`src/rtl/txq_pkg.sv`:
```
// Shared types and helpers for the backpressured transaction queue.
// Assumes nothing beyond integer parameters passed by the caller.
package txq_pkg;

    // Counter update selected each cycle by the admission logic.
    typedef enum logic [1:0] {
        CNT_HOLD  = 2'd0,
        CNT_UP    = 2'd1,
        CNT_DOWN  = 2'd2,
        CNT_CLEAR = 2'd3
    } cnt_op_e;

    // Occupancy at which the stall is raised: leaves room for lat in-flight writes.
    function automatic int stall_level(input int depth, input int lat);
        if (lat >= depth) return 1;
        return depth - lat;
    endfunction

endpackage

```
`src/rtl/txq_admit.sv`:
```
// Admission logic: decides which requested write and pop are carried out.
// Assumes occ is the registered occupancy; flush wins over both operations.
module txq_admit
    import txq_pkg::*;
#(
    parameter int DEPTH = 8,
    parameter int CNT_W = $clog2(DEPTH + 1)
) (
    input  logic             wr_valid,
    input  logic             rd_pop,
    input  logic             flush,
    input  logic [CNT_W-1:0] occ,
    output logic             wr_en,
    output logic             rd_en,
    output cnt_op_e          cnt_op
);
    localparam logic [CNT_W-1:0] FULL_CNT = CNT_W'(DEPTH);

    logic is_full;
    logic is_empty;

    // Derive full and empty from the stored count.
    always_comb begin
        is_full  = (occ == FULL_CNT);
        is_empty = (occ == '0);
    end

    // Gate requests and choose the counter update.
    always_comb begin
        wr_en = wr_valid && !is_full && !flush;
        rd_en = rd_pop && !is_empty && !flush;
        if (flush)
            cnt_op = CNT_CLEAR;
        else if (wr_en && !rd_en)
            cnt_op = CNT_UP;
        else if (rd_en && !wr_en)
            cnt_op = CNT_DOWN;
        else
            cnt_op = CNT_HOLD;
    end
endmodule

```
`src/rtl/txq_ptrs.sv`:
```
// Pointer and occupancy registers of the queue.
// Assumes wr_en and rd_en were already gated against full, empty and flush.
module txq_ptrs
    import txq_pkg::*;
#(
    parameter int DEPTH = 8,
    parameter int PTR_W = (DEPTH > 1) ? $clog2(DEPTH) : 1,
    parameter int CNT_W = $clog2(DEPTH + 1)
) (
    input  logic             clk,
    input  logic             rst_n,
    input  logic             wr_en,
    input  logic             rd_en,
    input  cnt_op_e          cnt_op,
    output logic [PTR_W-1:0] wr_ptr,
    output logic [PTR_W-1:0] rd_ptr,
    output logic [CNT_W-1:0] occ
);
    localparam logic [PTR_W-1:0] LAST_IDX = PTR_W'(DEPTH - 1);

    // Advance a pointer with wrap at the last entry (depth need not be a power of two).
    function automatic logic [PTR_W-1:0] bump(input logic [PTR_W-1:0] p);
        return (p == LAST_IDX) ? '0 : p + 1'b1;
    endfunction

    // Write pointer: cleared by reset or flush, advanced on an accepted write.
    always_ff @(posedge clk) begin
        if (!rst_n || cnt_op == CNT_CLEAR)
            wr_ptr <= '0;
        else if (wr_en)
            wr_ptr <= bump(wr_ptr);
    end

    // Read pointer: cleared by reset or flush, advanced on an accepted pop.
    always_ff @(posedge clk) begin
        if (!rst_n || cnt_op == CNT_CLEAR)
            rd_ptr <= '0;
        else if (rd_en)
            rd_ptr <= bump(rd_ptr);
    end

    // Occupancy counter following the admission decision.
    always_ff @(posedge clk) begin
        if (!rst_n) begin
            occ <= '0;
        end else begin
            unique case (cnt_op)
                CNT_UP:    occ <= occ + 1'b1;
                CNT_DOWN:  occ <= occ - 1'b1;
                CNT_CLEAR: occ <= '0;
                default:   occ <= occ;
            endcase
        end
    end
endmodule

```
`src/rtl/txq_store.sv`:
```
// Entry storage: one register per entry with its own write strobe, head read by mux.
// Assumes rd_ptr and wr_ptr always stay below DEPTH.
module txq_store #(
    parameter int DEPTH  = 8,
    parameter int DATA_W = 32,
    parameter int PTR_W  = (DEPTH > 1) ? $clog2(DEPTH) : 1
) (
    input  logic              clk,
    input  logic              wr_en,
    input  logic [PTR_W-1:0]  wr_ptr,
    input  logic [DATA_W-1:0] wr_data,
    input  logic [PTR_W-1:0]  rd_ptr,
    output logic [DATA_W-1:0] rd_data
);
    logic [DATA_W-1:0] slot [DEPTH];

    for (genvar g = 0; g < DEPTH; g++) begin : g_slot
        // Capture the incoming word when this slot is the write target.
        always_ff @(posedge clk) begin
            if (wr_en && wr_ptr == PTR_W'(g))
                slot[g] <= wr_data;
        end
    end

    // Present the entry under the read pointer.
    always_comb begin
        rd_data = slot[rd_ptr];
    end
endmodule

```
`src/rtl/txq_bp_gen.sv`:
```
// Stall generator: raises the stall once the free entries equal the sender's reaction delay.
// Assumes the sender stops within BP_LAT cycles after it first sees the stall.
module txq_bp_gen
    import txq_pkg::*;
#(
    parameter int DEPTH  = 8,
    parameter int BP_LAT = 1,
    parameter int CNT_W  = $clog2(DEPTH + 1)
) (
    input  logic [CNT_W-1:0] occ,
    output logic             stall
);
    localparam int               LEVEL     = stall_level(DEPTH, BP_LAT);
    localparam logic [CNT_W-1:0] LEVEL_CNT = CNT_W'(LEVEL);

    // Compare the registered occupancy with the stall level.
    always_comb begin
        stall = (occ >= LEVEL_CNT);
    end
endmodule

```
`src/rtl/txn_bp_queue.sv`:
```
// Backpressured transaction queue top: admission, pointers, storage and stall generation.
// Assumes a sender that drops wr_valid within BP_LAT cycles of seeing bp_stall.
module txn_bp_queue
    import txq_pkg::*;
#(
    parameter int DEPTH  = 8,
    parameter int DATA_W = 32,
    parameter int BP_LAT = 1,
    localparam int CNT_W = $clog2(DEPTH + 1),
    localparam int PTR_W = (DEPTH > 1) ? $clog2(DEPTH) : 1
) (
    input  logic              clk,
    input  logic              rst_n,
    input  logic              wr_valid,
    input  logic [DATA_W-1:0] wr_data,
    output logic              bp_stall,
    input  logic              rd_pop,
    output logic              rd_valid,
    output logic [DATA_W-1:0] rd_data,
    input  logic              flush,
    output logic [CNT_W-1:0]  occupancy
);
    logic             wr_en;
    logic             rd_en;
    cnt_op_e          cnt_op;
    logic [PTR_W-1:0] wr_ptr;
    logic [PTR_W-1:0] rd_ptr;
    logic [CNT_W-1:0] occ;

    txq_admit #(.DEPTH(DEPTH), .CNT_W(CNT_W)) u_admit (
        .wr_valid (wr_valid),
        .rd_pop   (rd_pop),
        .flush    (flush),
        .occ      (occ),
        .wr_en    (wr_en),
        .rd_en    (rd_en),
        .cnt_op   (cnt_op)
    );

    txq_ptrs #(.DEPTH(DEPTH), .PTR_W(PTR_W), .CNT_W(CNT_W)) u_ptrs (
        .clk    (clk),
        .rst_n  (rst_n),
        .wr_en  (wr_en),
        .rd_en  (rd_en),
        .cnt_op (cnt_op),
        .wr_ptr (wr_ptr),
        .rd_ptr (rd_ptr),
        .occ    (occ)
    );

    txq_store #(.DEPTH(DEPTH), .DATA_W(DATA_W), .PTR_W(PTR_W)) u_store (
        .clk     (clk),
        .wr_en   (wr_en),
        .wr_ptr  (wr_ptr),
        .wr_data (wr_data),
        .rd_ptr  (rd_ptr),
        .rd_data (rd_data)
    );

    txq_bp_gen #(.DEPTH(DEPTH), .BP_LAT(BP_LAT), .CNT_W(CNT_W)) u_bp (
        .occ   (occ),
        .stall (bp_stall)
    );

    // Drive the visible count and the head-present flag.
    always_comb begin
        occupancy = occ;
        rd_valid  = (occ != '0);
    end
endmodule

```
`config.mk`:
```
export PLATFORM = sky130hd
export DESIGN_NAME = txn_bp_queue
export DESIGN_NICKNAME = d
export VERILOG_FILES = /design/src/rtl/txq_pkg.sv /design/src/rtl/txq_admit.sv /design/src/rtl/txq_ptrs.sv /design/src/rtl/txq_store.sv /design/src/rtl/txq_bp_gen.sv /design/src/rtl/txn_bp_queue.sv
export SDC_FILE = /design/constraint.sdc
export NUM_CORES = 1
export LEC_CHECK = 0
export ABC_AREA = 1
export BUFFER_PORTS_ARGS = -buffer_cell sky130_fd_sc_hd__buf_2
export CORE_MARGIN = 1.5
export CORE_UTILIZATION = 40
export CTS_BUF_LIST = sky130_fd_sc_hd__clkbuf_4 sky130_fd_sc_hd__clkbuf_8
export DETAILED_ROUTE_END_ITERATION = 6
export HOLD_SLACK_MARGIN = 0.06
export PLACE_DENSITY_LB_ADDON = 0.15
export SLEW_MARGIN = 20
export SYNTH_ARGS = -nofsm -noshare
export SYNTH_HDL_FRONTEND = slang
export SYNTH_SLANG_ARGS = --single-unit
```
`constraint.sdc`:
```
create_clock -name clk -period 3.6 [get_ports clk]
set_input_delay 0.36 -clock clk [delete_from_list [all_inputs] [get_ports clk]]
set_output_delay 0.36 -clock clk [all_outputs]
set_load 0.005 [all_outputs]
```
Yosys cells after proc, flatten, opt, wreduce, memory -nomap -nowiden
Memory sizes are Yosys's and may differ from the RTL's. A register that Yosys moved wholly into a read port is not among the register bits.
Cells that the tools add are included.
{"block": "totals", "regBits": 10, "mem_bits_rw": 256, "in_bits": 37, "output_inout_bits": 38, "wordCells": 98, "memories": 1}
{"name": "u_store.slot", "words": 8, "word_bits": 32, "read_ports": 1, "rd_ports_with_merged_regs": 1, "write_ports": 1, "line_no": "txq_store.sv:15", "text": "logic [DATA_W-1:0] slot [DEPTH];"}
{"block": "op_classes", "n_addsub": 4, "n_lt_le_gt_ge": 1, "eq_ne": 12, "muxes": 45, "reduce_logical": 32}
{"operator": "$mux W32", "n": 7}
{"operator": "$reduce_or A32 Y1", "n": 7}
{"operator": "$mux W3", "n": 11}
{"operator": "$mux W1", "n": 23}
{"operator": "$eq A3 B3 Y1 const B", "n": 5}
{"operator": "$logic_and A1 B1 Y1", "n": 14}
{"operator": "$pmux W4 S3", "n": 1}
{"operator": "$add A3 B1 Y3 const B", "n": 2}
{"operator": "$eq A3 B2 Y1 const B", "n": 2}
{"operator": "$logic_not A1 Y1", "n": 6}
{"operator": "$mux W2", "n": 3}
{"operator": "$add A4 B1 Y4 const B", "n": 1}
{"operator": "$eq A2 B2 Y1 const B", "n": 2}
{"operator": "$eq A4 B4 Y1 const B", "n": 1}
{"operator": "$ge A4 B3 Y1 const B", "n": 1}
{"operator": "$logic_not A4 Y1", "n": 1}
{"operator": "$reduce_bool A4 Y1", "n": 1}
{"operator": "$sub A4 B1 Y4 const B", "n": 1}
{"operator": "$eq A3 B1 Y1 const B", "n": 1}
{"operator": "$logic_not A3 Y1", "n": 1}
{"operator": "$reduce_bool A3 Y1", "n": 1}
{"operator": "$eq A2 B1 Y1 const B", "n": 1}
{"operator": "$logic_or A1 B1 Y1", "n": 1}

Depth between registers and ports, before layout
{"block": "depth", "ltp_word": 15, "ltp_mapped": 16, "depth_no_buf": 16}

Hierarchy
Synthesis repeated with hierarchy kept, for this count alone.
{"block": "unflattened", "hier_cells": 1227, "area_unflattened_um2": 11870.1}
{"mod": "txq_store", "instances": 1, "cells_per_inst": 1124, "area_per_inst_um2": 11232.0, "seq_area_each_um2": 7687.4}
{"mod": "txq_ptrs", "instances": 1, "cells_per_inst": 79, "area_per_inst_um2": 539.3, "seq_area_each_um2": 200.2}
{"mod": "txq_admit", "instances": 1, "cells_per_inst": 18, "area_per_inst_um2": 75.1, "seq_area_each_um2": 0.0}
{"mod": "txq_bp_gen", "instances": 1, "cells_per_inst": 3, "area_per_inst_um2": 12.5, "seq_area_each_um2": 0.0}
{"mod": "txn_bp_queue", "instances": 1, "cells_per_inst": 3, "area_per_inst_um2": 11.3, "seq_area_each_um2": 0.0}

Worst setup path before layout
No wires, ideal clock.
{"block": "synth_path", "path_type": "reg-to-reg", "start": "register u_ptrs.occ[2]", "end": "memory u_store.slot[4][0] (enable)", "setup_ns": 0.461, "t_arrival_ns": 3.031, "required_time_ns": 3.139, "path_slack_ns": 0.108, "stages_incl_launch_ff": 6, "n_path_buf": 1, "synth_period_minus_slack_ns": 3.492, "path_cell_list": "dfxtp_1 > nor2_1 > nand2_2 > nand2_4 > buf_2 > nor3_1"}
{"block": "synth_between", "elab_chain_len": 15, "elab_cells_between_ends": 49, "cone_classes": "eq/ne: 1; mux: 30; reduce/logical: 18"}
{"item": "start, declared", "line_no": "txq_ptrs.sv:17", "text": "output logic [CNT_W-1:0] occ"}
{"item": "start signal, assigned", "line_no": "txq_ptrs.sv:48", "text": "CNT_UP: occ <= occ + 1'b1;"}
{"item": "start signal, assigned", "line_no": "txq_ptrs.sv:49", "text": "CNT_DOWN: occ <= occ - 1'b1;"}
{"item": "$eq A4 B4 Y1 *", "line_no": "txq_admit.sv:24", "text": "is_full = (occ == FULL_CNT);"}
{"item": "$logic_not A1 Y1 *", "line_no": "txq_admit.sv:30", "text": "wr_en = wr_valid && !is_full && !flush;"}
{"item": "$logic_and A1 B1 Y1 * (2 in series)", "line_no": "txq_admit.sv:30"}
{"item": "$logic_and A1 B1 Y1", "line_no": "txq_store.sv:20", "text": "if (wr_en && wr_ptr == PTR_W'(g))"}
{"item": "$mux W1", "line_no": "txq_store.sv:20"}
{"item": "$mux W1 (implied by the code)", "line_no": "txq_store.sv:21", "text": "slot[g] <= wr_data;"}
{"item": "$reduce_or A32 Y1 (no line)"}
{"item": "$mux W3 (no line) or $mux W1 (tied branches) (7 in series)"}
{"item": "end, declared", "line_no": "txq_store.sv:15"}
Every way passes the cells marked *; elsewhere a longest branch is shown, timed or not.

==> reports/results.txt <==
largest area contributor in the netlist - edfxtp_1
synthesized area - 0.0106 mm²
vias after detailed routing - 6593
worst hold path class - input pin to flip-flop
Clk pin slew, worst setup/hold paths - 0.06 ns
Total Wirelength - 23700 µm
Crit-path slowest cell - buf_4
fin crit share - 0.793
Post-synth top flop - edfxtp_1
net switching power - 1.30 mW
initial antenna violation count - 1
Cell Pwr Density - 509 mW/mm²
# setup viols final - 0
largest net degree at the start of global routing - 73
reg2reg start - u_ptrs.occ[2]$_SDFFE_PN0P_
placed wire-length estimate - 12500 µm
first-pass GRT wire length - 37600 µm
leak pwr - 4.33 nW
RSZ-0062 raised after global routing - false
gp weighted congestion - 0.718
CP Cell Sequence - buf_4 > o21ai_0 > o22ai_1 > nor2_1 > a31oi_1 > buf_2
Seq pwr share - 0.552
Arr. time, crit path - 2.50 ns
CP max stage delay - 0.62 ns
final slew viol count - 0
fillcell total - 2370
# DRC - 0
design area - 0.0123 mm²
worst rel slew slack - 0.441
Fmax - 350 MHz
worst clock skew - 0.0213 ns
Net Sw Frac - 0.208
FF/Latch Area - 0.00795 mm²
1st-iter DRT viols - 371
row cnt - 59
Post-Syn Nets - 880
crit path kind - flip-flop to primary output
Clk pwr share - 0.415
P&R area growth vs syn - 16.1%
top cells by area, synth - edfxtp_1 72%, nor2_1 8.2%, o21ai_0 6.2%, dfxtp_1 2.4%, a31oi_1 1.9%
CP Buf/Inv Count - 2
layout cell share with drive strength beyond 1 - 0.209
Post-CTS Resized - 0
Die ar. - 0.0276 mm²
final setup TNS - 0 ns
syn avg cell area - 12.7 µm²
Avg WL per Cell - 18.2 µm
H-tree depth - 2
status - finished, final reports clean
area share of the leading cell type in the synthesized netlist - 0.723
I/O pin count - 75
first-pass iteration count of the detailed router - 5
Int Power - 4.97 mW
Remaining Overflow, GRT - 0
Required @ worst endpoint - 3.24 ns
Unique masters post-synth - 30
Tot GR Track Use - 0.174
Die Ht - 166 µm
list of most frequent post-synthesis cells - 256 x edfxtp_1, 233 x nor2_1, 131 x o21ai_0
Placement Cell Area - 0.0114 mm²
Logic pwr share - 0.033
via density per instance - 5.07
Hold Startpoint - wr_data[0]
I/O Buffers - 74
CTS Sinks - 269
yosys warns - 0
Worst-Margin Slew - 0.837 ns
crit path max fanout - 72
Seq cells post-synth - 269
Synth Instances - 834
vias in the first global route - 6712
Chip Width - 166 µm
min cycle time layout - 2.86 ns
delay-heaviest family, CP - buffers and inverters
VDD IR max - 314 µV
CTS tree - done
Detail Route Antenna Nets - 0
worst skew pair latency - 0.55 ns
Synth async-reset ratio - 0
Multi-input gate area - 0.00241 mm²
sequential cell area fraction in the yosys report - 0.748
Starting Density - 0.408
max_cap viols - 0
clk root buf - clkbuf_8
core region area - 0.0261 mm²
total CTS buffers - 45
CTS max path bufs - 3
nature of the critical path endpoint - primary output
Layout Nets - 977
EDFF count, synth - 256
most numerous cell in the Yosys netlist - edfxtp_1
final hold vios - 0
CP startpoint kind - flip-flop
## power by group through the flow
| stage | clock (mW) | sequential, mW | combinational, mW |
|---|---|---|---|
| after floorplan | 0 | 3.53 | 0.0948 |
| after global placement | 0 | 3.53 | 0.208 |
| after detailed placement | 0 | 3.53 | 0.210 |
| after CTS | 2.68 | 3.47 | 0.212 |
| after global routing | 2.81 | 3.47 | 0.236 |
| final | 2.60 | 3.47 | 0.207 |
## worst reg2reg max path, stage by stage, from the launching register on
cell and delay [ns]:
dfxtp_1 0.45, nor2_1 0.10, nand2_2 0.08, nand2_4 0.16
nor3_2 0.63, buf_12 0.31
## kinds of logic after synthesis
kind of cell	Yosys count	synth area share
DFF	269	0.748
buffers and inverters	74	0.0299
and+or+nand+nor	273	0.102
adders and majority gates	9	0.0106
AOI/OAI and AO/OA	209	0.110
## sequential cells by signal (all words and copies together) (netlist names), named ones only
name / flops
u_ptrs.wr_ptr: 3
u_ptrs.occ: 4
u_ptrs.rd_ptr: 3
u_store.slot: 256
## final timing paths
path | slack [ns] | cells after the start | endpoint
max | 0.74 | 6 | rd_data[22]
max reg2reg | 1.56 | 5 | u_store.slot[4][15]$_DFFE_PP_
min reg2reg | 0.53 | 2 | u_ptrs.wr_ptr[1]$_SDFFE_PP0P_
min | 0.09 | 1 | u_store.slot[4][0]$_DFFE_PP_
## layout by cell type, fill, tap and decap left out, types with 11 or more instances in the layout
| cell type | synthesis | final |
|---|---|---|
| nand2_1 | 19 | 19 |
| nor2_1 | 233 | 231 |
| o22ai_1 | 32 | 32 |
| inv_1 | 19 | 19 |
| a31oi_1 | 32 | 32 |
| o21ai_0 | 131 | 131 |
| clkbuf_4 | 0 | 21 |
| buf_2 | 13 | 74 |
| edfxtp_1 | 256 | 256 |
| clkbuf_8 | 0 | 48 |
| buf_4 | 6 | 21 |
| dfxtp_1 | 13 | 11 |
## area by class of cell
class,instances,share of cell area
clock inverters,12,0.00467
repair buffers,98,0.0469
inverters,26,0.00801
multi-input cells,491,0.195
clock buffers,69,0.0663
flip-flops and latches,269,0.645
diodes,1,0.000203
well taps,335,0.0340
## timing repair
item / in CTS / in global routing
endpoints found under the hold margin: 2 / 0
hold buffers: 1 / 0
buffers inserted: 0 / 0
## through the flow
stage	hold WS, ns	total power, mW	instances	worst slack, ns	utilization
floorplan	0.459	3.63	834	0.108	-
global placement	0.534	3.74	1218	1.30	0.439
detailed placement	0.531	3.74	1218	1.29	0.439
CTS	0.0604	6.35	1300	0.684	0.473
global route	0.0717	6.51	1300	0.492	0.473
finish	0.0883	6.28	1301	0.744	0.473
## per-layer routing
layer	track usage	vias to the layer above	routed length [µm]
met4	0.0572	0	526
met2	0.287	145	11200
li1	-	3220	-
met1	0.230	3186	10800
met3	0.0369	42	1210
met5	0	-	0
Power figures use the tool's default switching activity.
